<file path="config.mk">
export PLATFORM = sky130hd
export DESIGN_NAME = prbs_test_engine
export DESIGN_NICKNAME = d
export VERILOG_FILES = /design/src/rtl/prbs_pkg.sv /design/src/rtl/prbs_regs.sv /design/src/rtl/prbs_gen.sv /design/src/rtl/prbs_chk.sv /design/src/rtl/prbs_errcnt.sv /design/src/rtl/prbs_test_engine.sv
export SDC_FILE = /design/constraint.sdc
export NUM_CORES = 1
export LEC_CHECK = 0
export BUFFER_PORTS_ARGS = -buffer_cell sky130_fd_sc_hd__clkbuf_2
export CORE_ASPECT_RATIO = 1.4
export CORE_MARGIN = 10
export CORE_UTILIZATION = 55
export CTS_BUF_LIST = sky130_fd_sc_hd__clkbuf_4
export DETAILED_ROUTE_END_ITERATION = 8
export GPL_ROUTABILITY_DRIVEN = 0
export PLACE_DENSITY = 0.76
export SLEW_MARGIN = 15
export SYNTH_ARGS = -nofsm -noshare
export SYNTH_HDL_FRONTEND = slang
export SYNTH_SLANG_ARGS = --single-unit
</file>
<file path="constraint.sdc">
create_clock -name clk -period 1.5 [get_ports clk]
set_input_delay 0.075 -clock clk [delete_from_list [all_inputs] [get_ports clk]]
set_output_delay 0.075 -clock clk [all_outputs]
set_load 0.01 [all_outputs]
</file>
<file path="src/rtl/prbs_pkg.sv">
package prbs_pkg;
    typedef enum logic [1:0] {
        PAT_NONE0 = 2'b00,
        PAT_NONE1 = 2'b01,
        PAT_SHORT = 2'b10,
        PAT_LONG  = 2'b11
    } pat_sel_e;

    localparam int LFSR_W    = 23;
    localparam int SHORT_ORD = 7;
    localparam int LONG_ORD  = 23;
    localparam int FILL_W    = 5;

    localparam logic [1:0] ADDR_GEN = 2'd0;
    localparam logic [1:0] ADDR_CHK = 2'd1;
    localparam logic [1:0] ADDR_DPR = 2'd2;
    localparam logic [1:0] ADDR_CNT = 2'd3;

    // feedback of x^7+x^6+1 or x^23+x^18+1 over a left-shifting register
    function automatic logic fb_bit(input logic [LFSR_W-1:0] s, input logic long_mode);
        fb_bit = long_mode ? (s[LONG_ORD-1] ^ s[17]) : (s[SHORT_ORD-1] ^ s[5]);
    endfunction

    function automatic logic pat_active(input logic [1:0] sel);
        pat_active = sel[1];
    endfunction
endpackage

</file>
<file path="src/rtl/prbs_regs.sv">
module prbs_regs
    import prbs_pkg::*;
#(
    parameter int DATA_W = 8,
    parameter int CNT_W  = 8
) (
    input  logic              clk,
    input  logic              rst,
    input  logic              reg_wr,
    input  logic              reg_rd,
    input  logic [1:0]        reg_addr,
    input  logic [DATA_W-1:0] reg_wdata,
    output logic [DATA_W-1:0] reg_rdata,
    input  logic [CNT_W-1:0]  err_count,
    output logic              cnt_clr,
    output logic [1:0]        gen_sel,
    output logic              gen_en,
    output logic [1:0]        chk_sel,
    output logic              chk_en,
    output logic              dp_rst
);
    typedef struct packed {
        logic [DATA_W-1:0] gen_cfg;
        logic [DATA_W-1:0] chk_cfg;
        logic [DATA_W-1:0] dpr;
    } regs_t;

    regs_t r_d, r_q;

    always_comb begin
        r_d = r_q;
        if (reg_wr) begin
            case (reg_addr)
                ADDR_GEN: r_d.gen_cfg = reg_wdata;
                ADDR_CHK: r_d.chk_cfg = reg_wdata;
                ADDR_DPR: r_d.dpr     = reg_wdata;
                default:  r_d         = r_q;
            endcase
        end
    end

    always_ff @(posedge clk) begin
        if (rst) r_q <= '0;
        else     r_q <= r_d;
    end

    always_comb begin
        case (reg_addr)
            ADDR_GEN: reg_rdata = r_q.gen_cfg;
            ADDR_CHK: reg_rdata = r_q.chk_cfg;
            ADDR_DPR: reg_rdata = r_q.dpr;
            default:  reg_rdata = DATA_W'(err_count);
        endcase
    end

    assign cnt_clr = reg_rd && (reg_addr == ADDR_CNT);
    assign gen_sel = r_q.gen_cfg[1:0];
    assign gen_en  = r_q.gen_cfg[2];
    assign chk_sel = r_q.chk_cfg[1:0];
    assign chk_en  = r_q.chk_cfg[2];
    assign dp_rst  = r_q.dpr[0];


    cnt_addr_ro_chk: assert property (@(posedge clk) disable iff (rst)
        (reg_wr && reg_addr == ADDR_CNT) |=> $stable(r_q));
endmodule

</file>
<file path="src/rtl/prbs_gen.sv">
module prbs_gen
    import prbs_pkg::*;
(
    input  logic       clk,
    input  logic       rst,
    input  logic       dp_rst,
    input  logic [1:0] sel_cfg,
    input  logic       en,
    output logic       tx_bit
);
    typedef struct packed {
        logic [LFSR_W-1:0] lfsr;
        logic [1:0]        sel;
        logic              tx;
    } gen_t;

    gen_t g_d, g_q;
    logic nb;

    always_comb begin
        g_d = g_q;
        nb  = fb_bit(g_q.lfsr, g_q.sel[0]);
        if (dp_rst) begin
            g_d.lfsr = '1;
            g_d.sel  = sel_cfg;
            g_d.tx   = 1'b0;
        end else if (en && pat_active(g_q.sel)) begin
            g_d.lfsr = {g_q.lfsr[LFSR_W-2:0], nb};
            g_d.tx   = nb;
        end else begin
            g_d.tx   = 1'b0;
        end
    end

    always_ff @(posedge clk) begin
        if (rst) begin
            g_q.lfsr <= '1;
            g_q.sel  <= PAT_NONE0;
            g_q.tx   <= 1'b0;
        end else begin
            g_q <= g_d;
        end
    end

    assign tx_bit = g_q.tx;


    short_nonzero_chk: assert property (@(posedge clk) disable iff (rst)
        (g_q.sel == PAT_SHORT) |-> (g_q.lfsr[SHORT_ORD-1:0] != '0));

    long_nonzero_chk: assert property (@(posedge clk) disable iff (rst)
        (g_q.sel == PAT_LONG) |-> (g_q.lfsr != '0));

    gen_off_chk: assert property (@(posedge clk) disable iff (rst)
        !en |=> !tx_bit);

    gen_code_off_chk: assert property (@(posedge clk) disable iff (rst)
        (!pat_active(g_q.sel) && !dp_rst) |=> !tx_bit);

    gen_sel_hold_chk: assert property (@(posedge clk) disable iff (rst)
        !dp_rst |=> $stable(g_q.sel));
endmodule

</file>
<file path="src/rtl/prbs_chk.sv">
module prbs_chk
    import prbs_pkg::*;
(
    input  logic       clk,
    input  logic       rst,
    input  logic       dp_rst,
    input  logic [1:0] sel_cfg,
    input  logic       en,
    input  logic       rx_bit,
    output logic       hit,
    output logic       err_live
);
    typedef struct packed {
        logic [LFSR_W-1:0] shr;
        logic [1:0]        sel;
        logic [FILL_W-1:0] fill;
        logic              err;
    } chk_t;

    chk_t c_d, c_q;
    logic pred;
    logic filled;
    logic [FILL_W-1:0] need;

    always_comb begin
        c_d    = c_q;
        hit    = 1'b0;
        pred   = fb_bit(c_q.shr, c_q.sel[0]);
        need   = c_q.sel[0] ? FILL_W'(LONG_ORD + 1) : FILL_W'(SHORT_ORD + 1);
        filled = (c_q.fill >= need);
        if (dp_rst) begin
            c_d.shr  = '0;
            c_d.sel  = sel_cfg;
            c_d.fill = '0;
            c_d.err  = 1'b0;
        end else if (en && pat_active(c_q.sel)) begin
            hit      = filled && (rx_bit != pred);
            c_d.err  = hit;
            c_d.shr  = {c_q.shr[LFSR_W-2:0], rx_bit};
            if (c_q.fill != '1) c_d.fill = c_q.fill + 1'b1;
        end else begin
            c_d.fill = '0;
            c_d.err  = 1'b0;
        end
    end

    always_ff @(posedge clk) begin
        if (rst) begin
            c_q.shr  <= '0;
            c_q.sel  <= PAT_NONE0;
            c_q.fill <= '0;
            c_q.err  <= 1'b0;
        end else begin
            c_q <= c_d;
        end
    end

    assign err_live = c_q.err;


    chk_off_chk: assert property (@(posedge clk) disable iff (rst)
        !en |=> !err_live);

    chk_code_off_chk: assert property (@(posedge clk) disable iff (rst)
        !pat_active(c_q.sel) |=> !err_live);

    chk_restart_chk: assert property (@(posedge clk) disable iff (rst)
        dp_rst |=> (!err_live && c_q.fill == '0));

    flag_follows_hit_chk: assert property (@(posedge clk) disable iff (rst)
        hit |=> err_live);
endmodule

</file>
<file path="src/rtl/prbs_errcnt.sv">
module prbs_errcnt #(
    parameter int CNT_W = 8
) (
    input  logic             clk,
    input  logic             rst,
    input  logic             hit,
    input  logic             clr,
    output logic [CNT_W-1:0] count
);
    localparam logic [CNT_W-1:0] CNT_MAX = '1;

    typedef struct packed {
        logic [CNT_W-1:0] cnt;
    } cnt_t;

    cnt_t n_d, n_q;
    logic [CNT_W-1:0] base;

    always_comb begin
        base = clr ? '0 : n_q.cnt;
        n_d.cnt = base;
        if (hit && base != CNT_MAX) n_d.cnt = base + 1'b1;
    end

    always_ff @(posedge clk) begin
        if (rst) n_q <= '0;
        else     n_q <= n_d;
    end

    assign count = n_q.cnt;


    no_wrap_chk: assert property (@(posedge clk) disable iff (rst)
        (count == CNT_MAX && !clr) |=> (count == CNT_MAX));

    clear_chk: assert property (@(posedge clk) disable iff (rst)
        (clr && !hit) |=> (count == '0));

    clear_hit_chk: assert property (@(posedge clk) disable iff (rst)
        (clr && hit) |=> (count == CNT_W'(1)));

    no_spurious_chk: assert property (@(posedge clk) disable iff (rst)
        (!clr && !hit) |=> $stable(count));
endmodule

</file>
<file path="src/rtl/prbs_test_engine.sv">
module prbs_test_engine
    import prbs_pkg::*;
#(
    parameter int DATA_W = 8,
    parameter int CNT_W  = 8
) (
    input  logic              clk,
    input  logic              rst,
    input  logic              reg_wr,
    input  logic              reg_rd,
    input  logic [1:0]        reg_addr,
    input  logic [DATA_W-1:0] reg_wdata,
    output logic [DATA_W-1:0] reg_rdata,
    output logic              tx_bit,
    input  logic              rx_bit,
    output logic              err_live
);
    logic [CNT_W-1:0] err_count;
    logic       cnt_clr, hit, dp_rst;
    logic [1:0] gen_sel, chk_sel;
    logic       gen_en, chk_en;

    prbs_regs #(.DATA_W(DATA_W), .CNT_W(CNT_W)) u_regs (
        .clk(clk), .rst(rst), .reg_wr(reg_wr), .reg_rd(reg_rd),
        .reg_addr(reg_addr), .reg_wdata(reg_wdata), .reg_rdata(reg_rdata),
        .err_count(err_count), .cnt_clr(cnt_clr),
        .gen_sel(gen_sel), .gen_en(gen_en),
        .chk_sel(chk_sel), .chk_en(chk_en), .dp_rst(dp_rst)
    );

    prbs_gen u_gen (
        .clk(clk), .rst(rst), .dp_rst(dp_rst),
        .sel_cfg(gen_sel), .en(gen_en), .tx_bit(tx_bit)
    );

    prbs_chk u_chk (
        .clk(clk), .rst(rst), .dp_rst(dp_rst),
        .sel_cfg(chk_sel), .en(chk_en), .rx_bit(rx_bit),
        .hit(hit), .err_live(err_live)
    );

    prbs_errcnt #(.CNT_W(CNT_W)) u_cnt (
        .clk(clk), .rst(rst), .hit(hit), .clr(cnt_clr), .count(err_count)
    );
endmodule

</file>
==> results.toml <==
[run_status]
status = "finished, violations left"
violations = "negative setup slack"

[placement]
dpl.cell_count = 514
portBuffers = 24
post-dp-hpwl_um = 5120

[floorplanning]
dieArea_sq_um = 10370
initial_core_util_pct = 56.15
die_h_um = 116.6
die_width_um = 88.98
std_cell_rows = 35
floorplan.core_area_sq_um = 6525
io_pins = 25

[synthesis]
ys.flop_type = "dfxtp_1"
synth-compound-area-share_pct = 7.240
ys_ff_latch = 89
async_flop_share_pct = 0
synthAdderAreaFrac_pct = 1.708
synth_area_sq_um = 3664
synthXorXnorAreaFrac_pct = 1.673
synth_edf_count = 0
ys_warn_count = 0
synthSimpleGateAreaFrac_pct = 23.22
syn_nets = 427
synth_top_family_by_area = "simple AND/OR/NAND/NOR gates"
ys_seq_area_share_pct = 48.63
postSynthAreaPerCell_sq_um = 9.001
syn-instance-count = 407
ys_types = 44
synth_mux_area_share_pct = 13.80

[sta]
fmax_ghz = 0.5748
rsz0062_at_grt = "yes"
hold_slack_ns = 0.04018
slew_headroom_pct = 76.74
setup_ws_ns = -0.2396
fin_crit_ns = 1.740
finClkSkew_ns = 0.02377
worst_pin_slew_ns = 0.3490
setup_violations = 14
drv_slew = 0
post-route-period-util_pct = 116.0
hold_violations = 0

[power_and_ir_drop]
cellLeakagePower_uw = 0.001927
p_per_area_nw_per_um2 = 905.7
ir_worst_vdd_uv = 511.9

[cts]
clock_path_buffers = 2
cts-root-buf = "clkbuf_4"
cts_tree = "yes"
cts_buffers = 9
numClockSinks = 89
clk_latency_ns = 0.44
cts.htree.levels = 3
clk_pin_slew_ns = 0.15

[drt]
finalWirelength_um = 8320
drt_first_pass_iters = 4
routed_via_density = 5.457
drt_iter0_markers = 165
drc = 0
ant_nets = 0
wl_per_cell_um = 15.07
dr_total_vias = 3012

[layout]
area_delta_synth_final_pct = 25.17
nNetsFinal = 494
fin_cells = 552
diodes = 0
fillCellCount = 456
drive_above_1_share_pct = 27.82
multi_input_area_sq_um = 1861
ff_latch_area_sq_um = 1800

[global_route]
grt_pass1_wl_um = 12880
grt_use_total_pct = 15.50
grt_max_degree = 25
grt_pass1_vias = 2805
grt_overflow = 0
antenna_found_initial = 0

[worst_setup_path]
crit_required_ns = 1.86
path_max_fanout = 5
cp.arrival_ns = 2.10
path_class = "register to register"
r2r_end = "u_cnt.count[4]"
endpoint_kind = "register"
r2r_start = "u_chk.c_q[6]"
r2r_cells = 8
r2r_setup_slack_ns = -0.24
critPathLaunchType = "register"

[hold_path]
min_path_type = "input pin to register"
min_to = "u_cnt.count[4]"
hold_start = "rst"
worst_hold_path.num_cells = 2

[run]
drv_cap = 0
## cell type report
class,count,area share [%]
inverter,4,0.3274
clock inverter,6,2.074
tap,74,2.019
multi-input combinational,288,40.57
timing repair buffer,82,14.27
sequential,89,39.26
clock buffer,9,1.473
## metal layers
layer,track usage [%],wire length (um),vias up
met5,0,0,-
met4,8.511,401,0
met3,2.791,281,24
met2,26.91,4273,58
met1,17.34,3363,1420
li1,-,-,1510
## state kept, by name, summed over array words and instances (netlist names)
signal / cells
u_chk.c_q: 30
u_chk.err_live: 1
u_cnt.count: 8
u_gen.g_q: 25
u_gen.tx_bit: 1
u_regs.chk_en: 1
u_regs.chk_sel: 2
u_regs.dp_rst: 1
u_regs.gen_en: 1
u_regs.gen_sel: 2
u_regs.r_q: 17
## cells in the mapped netlist, types with 2 or more instances
cell type | n | area [sq um]
nand3b_1 | 5 | 37.54
xnor2_1 | 4 | 35.03
nor2_1 | 38 | 142.6
o211ai_1 | 2 | 15.01
inv_1 | 4 | 15.01
o311ai_0 | 2 | 17.52
or3_1 | 2 | 12.51
and3_1 | 2 | 12.51
nand2_1 | 101 | 379.1
o21ai_0 | 2 | 10.01
a21oi_1 | 29 | 145.1
clkbuf_1 | 19 | 71.32
mux2i_1 | 30 | 300.3
buf_2 | 5 | 25.02
dfxtp_1 | 89 | 1782
mux4_2 | 8 | 180.2
and2_1 | 6 | 37.54
nand4_1 | 2 | 12.51
a211o_1 | 2 | 17.52
nor2b_1 | 2 | 12.51
xor2_1 | 3 | 26.28
ha_1 | 5 | 62.56
nand3_1 | 23 | 115.1
a2111o_1 | 2 | 22.52
## worst max-delay path, stage by stage, from the launching register on
cell and delay [ns]:
dfxtp_2 0.35, buf_4 0.13, buf_6 0.11, or2b_4 0.18
mux2_4 0.16, nand3_4 0.10, buf_6 0.15, or3_4 0.33
a21oi_2 0.15
## power by group
group	switching, uW	internal (uW)
registers	15.2	2390
clock network	815	691
logic	127	119
total	958	3200
## how the worst max path moves through the flow
stage,startpoint,endpoint,slack (ns),cells after the start
floorplan,u_chk.c_q[6],u_cnt.count[1],-0.08,7
global placement,u_chk.c_q[6],u_cnt.count[5],-0.14,8
detailed placement,u_chk.c_q[6],u_cnt.count[5],-0.21,8
CTS,u_chk.c_q[6],u_cnt.count[0],-0.21,7
global route,u_chk.c_q[6],u_cnt.count[4],-0.32,8
finish,u_chk.c_q[6],u_cnt.count[4],-0.24,8
## cells by family (layout without fill, tap and decap cells)
| group | count (synthesis) | count (layout) |
|---|---|---|
| AOI/OAI and AO/OA | 44 | 44 |
| DFF | 89 | 89 |
| adders and majority gates | 5 | 5 |
| muxes | 40 | 40 |
| xor gates and xnor gates | 7 | 7 |
| and+or+nand+nor | 192 | 192 |
| buffers and inverters | 30 | 101 |
## stage by stage
| step | area [sq um] | TNS, ns | utilization (%) | total power [uW] | setup WS [ns] |
|---|---|---|---|---|---|
| after global placement | 4024 | -0.6512 | 61.67 | 2654 | -0.1410 |
| after CTS | 4437 | -1.804 | 68.00 | 4154 | -0.2113 |
| after floorplan | 3670 | -0.2077 | - | 2582 | -0.08496 |
| after global routing | 4586 | -2.673 | 70.28 | 4315 | -0.3241 |
| after detailed placement | 4024 | -0.9632 | 61.67 | 2658 | -0.2121 |
| final | 4586 | -1.734 | 70.28 | 4153 | -0.2396 |
## repair_timing
item / 4_1_cts / 5_1_grt
setup endpoints to repair: 14 / 17
setup buffers: 7 / 7
hold buffers: 9 / 0
pin swaps: 13 / 10
resized for setup: 27 / 31
hold endpoints to repair: 25 / 0
## layout by cell type, fill, tap and decap left out, drive strengths merged, types with 3 or more instances in the layout
cell	netlist	layout
ha	5	5
inv	4	8
nor2	38	38
a21oi	29	29
and2	7	7
clkbuf	20	28
o21ai	3	3
xnor2	4	4
xor2	3	3
nand3	24	24
dfxtp	89	89
nand3b	5	5
buf	6	54
nand2	101	101
dlygate4sd3	0	9
mux4	8	8
and3	3	3
mux2i	31	31
Note: power is estimated with default switching activity, not from simulation.
